--- src/rtl/pcm_ser_pkg.sv ---
package pcm_ser_pkg;
    typedef enum logic [0:0] {
        ST_IDLE = 1'b0,
        ST_SEND = 1'b1
    } ser_state_t;
endpackage

--- src/rtl/bit_index_counter.sv ---
module bit_index_counter #(
    parameter int WORD_W = 8,
    localparam int IDX_W = $clog2(WORD_W)
) (
    input  logic             clk,
    input  logic             rst,
    input  logic             clear,
    input  logic             advance,
    output logic [IDX_W-1:0] idx,
    output logic             at_last
);
    localparam logic [IDX_W-1:0] LAST_IDX = IDX_W'(WORD_W - 1);

    always_ff @(posedge clk) begin
        if (rst || clear) begin
            idx <= '0;
        end else if (advance) begin
            idx <= (idx == LAST_IDX) ? '0 : idx + 1'b1;
        end
    end

    assign at_last = (idx == LAST_IDX);

    AST_IDX_STEP: assert property (@(posedge clk) disable iff (rst)
        (advance && !clear && idx != LAST_IDX) |=> idx == $past(idx) + 1'b1);
    AST_IDX_WRAP: assert property (@(posedge clk) disable iff (rst)
        (advance && !clear && idx == LAST_IDX) |=> idx == '0);
    AST_IDX_HOLD: assert property (@(posedge clk) disable iff (rst)
        (!advance && !clear) |=> $stable(idx));
endmodule

--- src/rtl/word_holder.sv ---
module word_holder #(
    parameter int WORD_W = 8
) (
    input  logic              clk,
    input  logic              rst,
    input  logic              load_now,
    input  logic              wrap,
    input  logic              word_vld,
    input  logic [WORD_W-1:0] word_in,
    output logic [WORD_W-1:0] cur_word
);
    logic [WORD_W-1:0] pend_word;
    logic              pend_full;

    always_ff @(posedge clk) begin
        if (rst) begin
            cur_word  <= '0;
            pend_word <= '0;
            pend_full <= 1'b0;
        end else if (load_now) begin
            cur_word  <= word_in;
            pend_full <= 1'b0;
        end else if (wrap) begin
            if (word_vld) begin
                cur_word <= word_in;
            end else if (pend_full) begin
                cur_word <= pend_word;
            end
            pend_full <= 1'b0;
        end else if (word_vld) begin
            pend_word <= word_in;
            pend_full <= 1'b1;
        end
    end

    AST_KEEP_MIDFRAME: assert property (@(posedge clk) disable iff (rst)
        (!load_now && !wrap) |=> $stable(cur_word));
    AST_REPEAT_WORD: assert property (@(posedge clk) disable iff (rst)
        (wrap && !word_vld && !pend_full) |=> $stable(cur_word));
    AST_WRAP_DIRECT: assert property (@(posedge clk) disable iff (rst)
        (wrap && word_vld) |=> cur_word == $past(word_in));
endmodule

--- src/rtl/diff_encoder.sv ---
module diff_encoder (
    input  logic clk,
    input  logic rst,
    input  logic step,
    input  logic data,
    output logic enc
);
    logic prev_enc;

    assign enc = data ^ prev_enc;

    always_ff @(posedge clk) begin
        if (rst) begin
            prev_enc <= 1'b0;
        end else if (step) begin
            prev_enc <= enc;
        end
    end

    AST_PREV_TRACK: assert property (@(posedge clk) disable iff (rst)
        step |=> prev_enc == $past(enc));
    AST_PREV_HOLD: assert property (@(posedge clk) disable iff (rst)
        !step |=> $stable(prev_enc));
endmodule

--- src/rtl/pcm_diff_serializer.sv ---
module pcm_diff_serializer
    import pcm_ser_pkg::*;
#(
    parameter int WORD_W = 8
) (
    input  logic              clk,
    input  logic              rst,
    input  logic              word_vld,
    input  logic [WORD_W-1:0] word_in,
    input  logic              bit_tick,
    output logic              ser_bit,
    output logic              enc_bit,
    output logic              sign_pos,
    output logic              frame_start
);
    localparam int IDX_W = $clog2(WORD_W);

    ser_state_t        state, state_nx;
    logic [IDX_W-1:0]  idx;
    logic              at_last;
    logic [WORD_W-1:0] cur_word;
    logic              load_now, advance, wrap;

    always_comb begin
        state_nx = state;
        load_now = 1'b0;
        advance  = 1'b0;
        unique case (state)
            ST_IDLE: begin
                if (word_vld) begin
                    load_now = 1'b1;
                    state_nx = ST_SEND;
                end
            end
            ST_SEND: begin
                advance = bit_tick;
            end
            default: state_nx = ST_IDLE;
        endcase
    end

    assign wrap = advance && at_last;

    always_ff @(posedge clk) begin
        if (rst) begin
            state <= ST_IDLE;
        end else begin
            state <= state_nx;
        end
    end

    always_ff @(posedge clk) begin
        if (rst) begin
            frame_start <= 1'b0;
        end else begin
            frame_start <= load_now || wrap;
        end
    end

    bit_index_counter #(.WORD_W(WORD_W)) u_cnt (
        .clk(clk), .rst(rst), .clear(load_now), .advance(advance),
        .idx(idx), .at_last(at_last)
    );

    word_holder #(.WORD_W(WORD_W)) u_hold (
        .clk(clk), .rst(rst), .load_now(load_now), .wrap(wrap),
        .word_vld(word_vld), .word_in(word_in), .cur_word(cur_word)
    );

    assign ser_bit = (state == ST_SEND) ? cur_word[idx] : 1'b0;

    diff_encoder u_enc (
        .clk(clk), .rst(rst), .step(advance), .data(ser_bit), .enc(enc_bit)
    );

    assign sign_pos = enc_bit;

    AST_IDLE_QUIET: assert property (@(posedge clk) disable iff (rst)
        (state == ST_IDLE) |-> (!ser_bit && !enc_bit && !frame_start));
    AST_FS_ONE_CYCLE: assert property (@(posedge clk) disable iff (rst)
        frame_start |=> !frame_start);
    AST_FS_AT_ZERO: assert property (@(posedge clk) disable iff (rst)
        frame_start |-> (idx == '0 && state == ST_SEND));
endmodule

--- config.mk ---
export PLATFORM = sky130hd
export DESIGN_NAME = pcm_diff_serializer
export DESIGN_NICKNAME = d
export VERILOG_FILES = /design/src/rtl/pcm_ser_pkg.sv /design/src/rtl/bit_index_counter.sv /design/src/rtl/word_holder.sv /design/src/rtl/diff_encoder.sv /design/src/rtl/pcm_diff_serializer.sv
export SDC_FILE = /design/constraint.sdc
export NUM_CORES = 1
export LEC_CHECK = 0
export BUFFER_PORTS_ARGS = -buffer_cell sky130_fd_sc_hd__clkbuf_2
export CORE_MARGIN = 1.5
export CORE_UTILIZATION = 58
export CTS_CLUSTER_DIAMETER = 60
export DETAILED_ROUTE_END_ITERATION = 12
export PLACE_DENSITY = 0.81
export SLEW_MARGIN = 20
export SYNTH_ARGS = -nofsm -noshare
export SYNTH_HDL_FRONTEND = slang
export SYNTH_SLANG_ARGS = --single-unit
--- constraint.sdc ---
create_clock -name clk -period 4.5 [get_ports clk]
set_input_delay 1.125 -clock clk [delete_from_list [all_inputs] [get_ports clk]]
set_output_delay 1.125 -clock clk [all_outputs]
set_load 0.02 [all_outputs]
==> run metrics <==
outcome completed; grt total ovfl 0; PD cells 320 nW/um^2; CTS tree built; Post-Place Cells 141; critical-path cell list mux2i_1 -> nand3b_1 -> and4_1 -> xor2_1 -> clkbuf_2; Die Y 46.2 um; Cells after Synth 109; RSZ-0062 raised after global routing no; syn_nets 123; Total Routing Usage GR 20.7%; row cnt 15; DR iter-0 viols 4; Detail Route Antenna Nets 0; Port-buffer cells 15; Max stage delay cell, worst path dfxtp_1; maximum VDD drop 0.220 mV; die width 46.2 um; Ports 16; post-CTS sizing 0; number of global-route vias before repair 733; worst path arrival time 1.82 ns; share of layout cells above drive strength 1 21.7%; initial antenna violation count 0; Worst slew margin 65.6%; CTS Buf Count 3; worst-path fanout max 7; TritonRoute pass-1 iters 3; n_diodes 0; fin. max-slew vios 0; Fin Setup TNS 0 ns; drt drc 0; via count 802; Critical Path RT 3.38 ns; # H-tree levels 1; Hold Buf Count CTS 0; Final Hold Fails 0; Synth Warn # 0; Root Buffer clkbuf_4; Worst Path Class, Setup flip-flop to primary output; R2R depth 6; post-route minimum period 2.94 ns; largest net degree at the start of global routing 25; clk buf depth 2; first-pass GRT wire length 3150 um; final net count 135; Least-Margin Pin Slew 0.516 ns; Skew-Pair Late Insertion Delay 0.31 ns; Final Setup Violations 0; Crit. End Element primary output; syn_area_per_cell 9.92 sq um; Synth Register Bits 23; f_max 340 MHz; Starting Density 61.9%; Wirelength per Cell 12.6 um; max capacitance violation total 0; sequential area share after synthesis 42.6%; CTS Sinks 23; Total Wirelength 1830 um; DR vias/cell 5.53; Clk pin slew, worst setup/hold paths 0.12 ns; Critical Path Start Type flip-flop; Setup Skew 0.00558 ns; Mapped Area 1080 sq um; LEAKAGE 0.527 nW; WHS Path Cells 2; core footprint 1750 sq um; die area 2130 sq um; Post-Layout Cell Count 145; post-DP HPWL 1310 um; synth unique cells 29; gpl congestion 0.807; Layout area overhead 7.75%; final worst path period share 65.3%; max incr delay on CP 0.53 ns; Setup Fix Bufs, Post-CTS 0; Hold WC Path Type flip-flop to flip-flop
-- cells by family (layout without fill, tap and decap cells) --
logic type / count (synthesis) / in the layout / share of synthesized area (%)
xor+xnor: 1 / 1 / 0.810
simple gates: 37 / 37 / 16.4
fa+ha+maj: 2 / 2 / 2.31
compound gates: 15 / 15 / 12.5
mux: 22 / 22 / 20.5
buf+inv: 9 / 20 / 4.86
flops: 23 / 23 / 42.6
-- state kept, by name, summed over array words and instances, names as in the netlist --
register	flops
u_hold.cur_word	8
u_enc.prev_enc	1
u_hold.pend_word	8
u_cnt.idx	3
state	1
frame_start	1
u_hold.pend_full	1
-- layout by cell type, fill, tap and decap left out, drive strengths merged --
master and instances:
a21oi 2, nor2b 3, nand4b 1, o21ai 1, nor3 1, mux2i 21, nand3b 1, xor2 1
nor2 25, dfxtp 23, ha 2, mux2 1, a211oi 8, a32oi 3, a22oi 1, nand3 3
and4 1, inv 1, clkbuf 19, nand2 2
-- cells in the mapped netlist, drive strengths merged --
cell / count / area (sq um)
nor2: 25 / 98.8
dfxtp: 23 / 460
mux2i: 21 / 210
a211oi: 8 / 70.1
buf: 5 / 36.3
a32oi: 3 / 26.3
clkbuf: 3 / 12.5
nand3: 3 / 20.0
nor2b: 3 / 18.8
a21oi: 2 / 21.3
ha: 2 / 25.0
nand2: 2 / 10.0
a22oi: 1 / 12.5
and4: 1 / 8.76
inv: 1 / 3.75
mux2: 1 / 11.3
nand3b: 1 / 7.51
nand4b: 1 / 8.76
nor3: 1 / 5.00
o21ai: 1 / 5.00
xor2: 1 / 8.76
-- metal layers --
metal / track usage, % / vias to the layer above / wire, um
li1: - / 409 / -
met1: 25.2 / 374 / 895
met2: 33.3 / 14 / 852
met3: 4.71 / 5 / 52
met4: 11.4 / 0 / 33
met5: 0 / - / 0
-- worst paths after layout --
kind	startpoint	end	slack, ns
worst min-delay path	u_hold.cur_word[2]	u_hold.cur_word[2]	0.51
worst max register to register	u_cnt.idx[0]	u_hold.cur_word[6]	2.67
worst min register to register	u_hold.cur_word[2]	u_hold.cur_word[2]	0.51
worst max-delay path	u_cnt.idx[0]	sign_pos	1.56
-- layout make-up --
| type | instances | area [sq um] |
|---|---|---|
| fillers | 161 | 581 |
| multi-input cells | 77 | 568 |
| flip-flops and latches | 23 | 460 |
| repair buffers | 15 | 75.1 |
| well taps | 25 | 31.3 |
| clock buffers | 4 | 26.3 |
| inverters | 1 | 3.75 |
-- where the power goes --
part	internal, W	switching [W]	total [W]
Sequential	0.000215	0.00000913	0.000224
Clock	0.0000346	0.0000593	0.0000939
Combinational	0.0000239	0.0000306	0.0000546
Total	0.000274	0.0000991	0.000373
-- worst max-delay path: cells and delay by family (launching register included) --
family	cells	cell delay, ns
buf+inv	1	0.19
flops	1	0.53
xor+xnor	1	0.17
simple gates	2	0.35
mux	1	0.26
-- through the flow --
stage	worst slack (ns)	util (%)	hold slack [ns]	power [W]	area (sq um)
2_1_floorplan	1.64	-	0.463	0.000271	1080
3_3_place_gp	2.00	65.2	0.474	0.000282	1140
3_5_place_dp	1.89	65.2	0.489	0.000284	1140
4_1_cts	1.54	66.7	0.508	0.000376	1160
5_1_grt	1.40	66.7	0.525	0.000392	1160
6_report	1.56	66.7	0.510	0.000373	1160
No activity file was read; power rests on OpenSTA's default activity.
